## src/rtl/fba_pkg.sv

```systemverilog
package fba_pkg;
  // Binary to gray conversion used to build the slot code set.
  function automatic logic [31:0] bin2gray(input logic [31:0] b);
    return b ^ (b >> 1);
  endfunction
endpackage

```

## src/rtl/fba_ptr_track.sv

```systemverilog
module fba_ptr_track #(
  parameter int PTR_W = 5,
  parameter int NSLOT = 5,
  parameter int IDX_W = $clog2(NSLOT)
) (
  input  logic             clk,
  input  logic             rst,
  input  logic [PTR_W-1:0] ptr_gray_i,
  output logic [IDX_W-1:0] sel_o
);
  import fba_pkg::*;

  logic [PTR_W-1:0] meta_q, sync_q;
  logic [NSLOT-1:0] hit;
  logic [IDX_W-1:0] hit_idx;

  always_ff @(posedge clk) begin
    if (rst) begin
      meta_q <= '0;
      sync_q <= '0;
    end else begin
      meta_q <= ptr_gray_i;
      sync_q <= meta_q;
    end
  end

  genvar k;
  generate
    for (k = 0; k < NSLOT; k++) begin : g_code
      localparam logic [31:0] CODE = bin2gray(32'(k));
      assign hit[k] = (sync_q == CODE[PTR_W-1:0]);
    end
  endgenerate

  always_comb begin
    hit_idx = '0;
    for (int i = 0; i < NSLOT; i++)
      if (hit[i]) hit_idx = IDX_W'(i);
  end

  always_ff @(posedge clk) begin
    if (rst)        sel_o <= '0;
    else if (|hit)  sel_o <= hit_idx;
  end
endmodule

```

## src/rtl/fba_vs_edge.sv

```systemverilog
module fba_vs_edge (
  input  logic clk,
  input  logic rst,
  input  logic vsync_i,
  input  logic upd_en_i,
  output logic take_o
);
  logic vs_d;

  always_ff @(posedge clk) begin
    if (rst) vs_d <= 1'b0;
    else     vs_d <= vsync_i;
  end

  assign take_o = vsync_i & ~vs_d & upd_en_i;
endmodule

```

## src/rtl/fba_latch.sv

```systemverilog
module fba_latch #(
  parameter int AW     = 32,
  parameter int NSLOT  = 5,
  parameter int IDX_W  = $clog2(NSLOT),
  parameter int DIM_W  = 12,
  parameter int SIZE_W = 32,
  parameter int H_LSB  = 16
) (
  input  logic              clk,
  input  logic              rst,
  input  logic              take_i,
  input  logic [IDX_W-1:0]  sel_i,
  input  logic [NSLOT*AW-1:0] base_i,
  input  logic [AW-1:0]     stride_i,
  input  logic [SIZE_W-1:0] size_i,
  input  logic              flag_clr_i,
  output logic [AW-1:0]     cur_o,
  output logic [AW-1:0]     prev_o,
  output logic [AW-1:0]     stride_o,
  output logic [DIM_W-1:0]  height_o,
  output logic [DIM_W-1:0]  width_o,
  output logic              done_o
);
  logic [AW-1:0]    base_sel;
  logic [DIM_W-1:0] w_new;
  logic             first_q;

  always_comb begin
    base_sel = '0;
    for (int i = 0; i < NSLOT; i++)
      if (sel_i == IDX_W'(i)) base_sel = base_i[i*AW +: AW];
  end

  assign w_new = size_i[DIM_W-1:0];

  always_ff @(posedge clk) begin
    if (rst) begin
      cur_o    <= '0;
      prev_o   <= '0;
      stride_o <= '0;
      height_o <= '0;
      width_o  <= '0;
      first_q  <= 1'b1;
    end else if (take_i) begin
      cur_o    <= base_sel;
      prev_o   <= first_q ? base_sel : cur_o;
      first_q  <= 1'b0;
      height_o <= size_i[H_LSB +: DIM_W];
      width_o  <= w_new;
      stride_o <= (stride_i == '0) ? {{(AW-DIM_W-1){1'b0}}, w_new, 1'b0} : stride_i;
    end
  end

  always_ff @(posedge clk) begin
    if (rst)             done_o <= 1'b0;
    else if (take_i)     done_o <= 1'b1;
    else if (flag_clr_i) done_o <= 1'b0;
  end
endmodule

```

## src/rtl/fb_addr_sel.sv

```systemverilog
module fb_addr_sel #(
  parameter int AW     = 32,
  parameter int NSLOT  = 5,
  parameter int PTR_W  = 5,
  parameter int DIM_W  = 12,
  parameter int SIZE_W = 32,
  parameter int H_LSB  = 16
) (
  input  logic                clk,
  input  logic                rst,
  input  logic                vsync_i,
  input  logic                upd_en_i,
  input  logic [PTR_W-1:0]    ptr_gray_i,
  input  logic [NSLOT*AW-1:0] base_i,
  input  logic [AW-1:0]       stride_i,
  input  logic [SIZE_W-1:0]   size_i,
  input  logic                flag_clr_i,
  output logic [AW-1:0]       cur_addr_o,
  output logic [AW-1:0]       prev_addr_o,
  output logic [AW-1:0]       out_addr_o,
  output logic [AW-1:0]       stride_o,
  output logic [DIM_W-1:0]    height_o,
  output logic [DIM_W-1:0]    width_o,
  output logic                upd_done_o
);
  localparam int IDX_W = $clog2(NSLOT);

  logic [IDX_W-1:0] sel;
  logic             take;

  fba_ptr_track #(.PTR_W(PTR_W), .NSLOT(NSLOT), .IDX_W(IDX_W)) u_ptr (
    .clk(clk), .rst(rst), .ptr_gray_i(ptr_gray_i), .sel_o(sel)
  );

  fba_vs_edge u_edge (
    .clk(clk), .rst(rst), .vsync_i(vsync_i), .upd_en_i(upd_en_i), .take_o(take)
  );

  fba_latch #(.AW(AW), .NSLOT(NSLOT), .IDX_W(IDX_W), .DIM_W(DIM_W),
              .SIZE_W(SIZE_W), .H_LSB(H_LSB)) u_latch (
    .clk(clk), .rst(rst), .take_i(take), .sel_i(sel), .base_i(base_i),
    .stride_i(stride_i), .size_i(size_i), .flag_clr_i(flag_clr_i),
    .cur_o(cur_addr_o), .prev_o(prev_addr_o), .stride_o(stride_o),
    .height_o(height_o), .width_o(width_o), .done_o(upd_done_o)
  );

  // The filtered frame is written back over the current input frame.
  assign out_addr_o = cur_addr_o;
endmodule

```

## config.mk

```make
export PLATFORM = sky130hd
export DESIGN_NAME = fb_addr_sel
export DESIGN_NICKNAME = d
export VERILOG_FILES = /design/src/rtl/fba_pkg.sv /design/src/rtl/fba_ptr_track.sv /design/src/rtl/fba_vs_edge.sv /design/src/rtl/fba_latch.sv /design/src/rtl/fb_addr_sel.sv
export SDC_FILE = /design/constraint.sdc
export NUM_CORES = 1
export LEC_CHECK = 0
export BUFFER_PORTS_ARGS = -buffer_cell sky130_fd_sc_hd__buf_4
export CELL_PAD_IN_SITES_DETAIL_PLACEMENT = 2
export CELL_PAD_IN_SITES_GLOBAL_PLACEMENT = 2
export CORE_UTILIZATION = 26
export DETAILED_ROUTE_END_ITERATION = 10
export PLACE_DENSITY = 0.9
export SLEW_MARGIN = 20
export SYNTH_ARGS = -nofsm -noshare
export SYNTH_HDL_FRONTEND = slang
export SYNTH_HIERARCHICAL = 1
export SYNTH_SLANG_ARGS = --single-unit
```

## constraint.sdc

```tcl
create_clock -name clk -period 3.71 [get_ports clk]
set_input_delay 0.371 -clock clk [delete_from_list [all_inputs] [get_ports clk]]
set_output_delay 0.371 -clock clk [all_outputs]
set_load 0.05 [all_outputs]
```

==> impl_metrics.csv <==
group,metric,value,unit
drt,antenna_left,0,
timing,worstMarginPinSlew,1.08,ns
grt,grt_pass1_wl,42800,um
clocking,cts_tree,"built",
floorplanning,die_area,26800,um2
pwr,power_leakage,4.35,nW
timing,setup_tns,0,ns
timing,finalCriticalPeriod,2.54,ns
synth,synth_warnings,6,
layout,instances_no_fill,1368,
layout,n_antenna_cell,0,
pwr,ir_worst_vdd,0.255,mV
place,place.gp.congestion,0.801,
synth,synth-async-reset-ratio,0,
place,dp_worst_setup_slack,1.10,ns
timing,setup_viol,0,
clocking,clock-root-buffer,"clkbuf_16",
floorplanning,die_w,164,um
setup_path,r2r_setup_slack,1.17,ns
drt,drtIter0Drc,273,
setup_path,start_kind,"flip-flop",
place,placed_area,9620,um2
clocking,cts_htree_levels,4,
synth,synthMuxAreaShare,0.176,
synth,synth_compound_area_frac,0.168,
pwr,combinationalPowerShare,0.250,
layout,area_growth,49.4,%
place,dp.cells,1336,
worst_hold_path,hold_path.class,"in -> reg",
timing,rsz0062_at_grt,"false",
floorplanning,core_area,25400,um2
flow_run,drv_cap,0,
clocking,cts_setup_buffers,0,
synth,syn_nets,941,
timing,timing.fmax,0.394,GHz
place,dp_hpwl,22300,um
clocking,cts_hold_buf,0,
grt,busiest_layer,"met2",
synth,synth_cell_types,39,
drt,wire_per_inst,21.5,um
timing,slew_viol_final,0,
synth,synth_xor_xnor_area_share,0.00129,
floorplanning,placementRows,58,
layout,final_common_cell,"buf_4",
floorplanning,start_util,0.268,
drt,firstDrtPassIters,4,
timing,hold-worst-slack,0.166,ns
timing,skew,0.0111,ns
pwr,swShare,0.339,
setup_path,worst_setup_path_end_kind,"flip-flop",
synth,synth_enable_flop_cells,0,
setup_path,cp.arrival,2.81,ns
layout,layout.nets,1259,
synth,synth_top_area_cell,"dfxtp_1",
floorplanning,ios,387,
setup_path,worstSetupPathType,"reg -> reg",
synth,synthCells,707,
drt,drc_errors,0,
clocking,ctsResizeCount,0,
synth,ys_ff_latch,136,
layout,utilization,0.401,
synth,synthAdderAreaFrac,0,
layout,layout_common_cells,"390 x buf_4, 135 x dfxtp_1, 133 x nor2_1",
setup_path,crit_required,3.97,ns
synth,avgSynthCellArea,9.63,um2
layout,drive_gt1_frac,0.474,
clocking,cts_sinks,136,
clocking,insertion_delay,0.42,ns
synth,yosys-top-cells-area,"dfxtp_1 40%, mux2i_1 11%, nor2_1 7.4%",
synth,synth_simple_gate_area_frac,0.166,
pwr,switching_power,1.47,mW
pwr,p_clk_frac,0.376,
setup_path,crit_fanout,46,
pwr,seqPwrFrac,0.375,
floorplanning,die_y,164,um
drt,wirelength,29300,um
place,io_buffers,378,
timing,setup_slack,1.17,ns
timing,hold_viol_final,0,
synth,synthFlopType,"dfxtp_1",
pwr,total_power,4.33,mW
layout,fin_area,10200,um2
synth,synth_top_area_frac,0.400,
grt,grt_use_met3,0.0487,
outcome,status,"complete, no violations",
grt,grt_start_max_net_pins,81,
synth,synth_top_family_by_area,"multiplexers",
timing,slew_headroom,0.278,
drt,vias_per_cell,4.95,
timing,fin_crit_sh,0.685,
grt,grt_pass1_vias,7583,
clocking,clk_pin_slew,0.07,ns
grt,grt.total_usage,0.210,
grt,grtUsageMet1,0.227,
layout,nFillCells,2789,
grt,gr-total-overflow,0,
synth,syn_area,6810,um2
grt,antenna_found_initial,0,
clocking,cts-buffers-inserted,17,
pwr,p_int,2.86,mW
clocking,clockBufferDepth,2,
grt,use_met2,0.400,
synth,ys_seq_area_frac,0.400,
drt,via_count,6773,
pwr,powerDensity,425,nW/um2
## sequential cells by signal, indices dropped and copies added, names as in the netlist
register / cells
u_latch/done_o: 1
u_ptr/sel_o: 3
u_ptr/sync_q: 5
u_latch/stride_o: 32
u_latch/prev_o: 32
u_latch/cur_o: 32
u_latch/width_o: 12
u_edge/vs_d: 1
u_latch/first_q: 1
u_ptr/meta_q: 5
u_latch/height_o: 12
## Yosys cell counts, types with 2 or more instances
| library cell | number |
|---|---|
| o221ai_1 | 24 |
| nand3b_1 | 26 |
| nor3_2 | 2 |
| inv_1 | 14 |
| mux2i_1 | 75 |
| nor2_1 | 135 |
| o31a_1 | 12 |
| buf_4 | 34 |
| dfxtp_1 | 136 |
| nand4_1 | 2 |
| buf_6 | 7 |
| nor2b_1 | 11 |
| mux2_4 | 21 |
| mux2_2 | 10 |
| o21ai_0 | 8 |
| nand2_1 | 25 |
| nor4_1 | 8 |
| nand2b_1 | 5 |
| buf_2 | 14 |
| a221oi_1 | 2 |
| clkbuf_1 | 34 |
| a31oi_1 | 8 |
| a221oi_2 | 29 |
| nor3b_1 | 8 |
| a211oi_1 | 32 |
| nor3_1 | 12 |
## critical path, cell delays in order (launching register included)
cell      delay [ns]
dfxtp_4         0.95
buf_4           0.44
mux2_2          0.39
a221oi_2        0.43
a211oi_1        0.14
## cell families after synthesis
family / count (synthesis)
DFF: 136
and+or+nand+nor: 237
buffers and inverters: 105
xor gates and xnor gates: 1
muxes: 107
AOI/OAI and AO/OA: 121
## per-layer routing
metal  routed length (um)  vias up
li1                     -     3150
met1                11400     3348
met2                15600      234
met3                 1690       41
met4                  656        0
met5                    0        -
## layout make-up
cell class	count	area (um2)	share of cell area
repair buffers	390	2930	0.288
inverters	14	52.6	0.00516
well taps	330	413	0.0406
clock buffers	17	425	0.0418
flip-flops and latches	136	2730	0.268
multi-input cells	466	3500	0.344
clock inverters	15	131	0.0129
## power groups by stage
| stage | logic (mW) | clock network (mW) | registers (mW) |
|---|---|---|---|
| after floorplan | 0.435 | 0 | 1.87 |
| after global placement | 1.05 | 0 | 1.65 |
| after detailed placement | 1.09 | 0 | 1.65 |
| after CTS | 1.09 | 1.68 | 1.62 |
| after global routing | 1.13 | 1.73 | 1.63 |
| final | 1.08 | 1.63 | 1.62 |
## path summary, 6_finish.rpt
kind,startpoint,to,cells past startpoint
max reg2reg,u_ptr/sel_o[0],u_latch/cur_o[17],4
max,u_ptr/sel_o[0],u_latch/cur_o[17],4
min,ptr_gray_i[1],u_ptr/meta_q[1],2
min reg2reg,u_ptr/meta_q[2],u_ptr/sync_q[2],1
No activity file was read; power rests on OpenSTA's default activity.
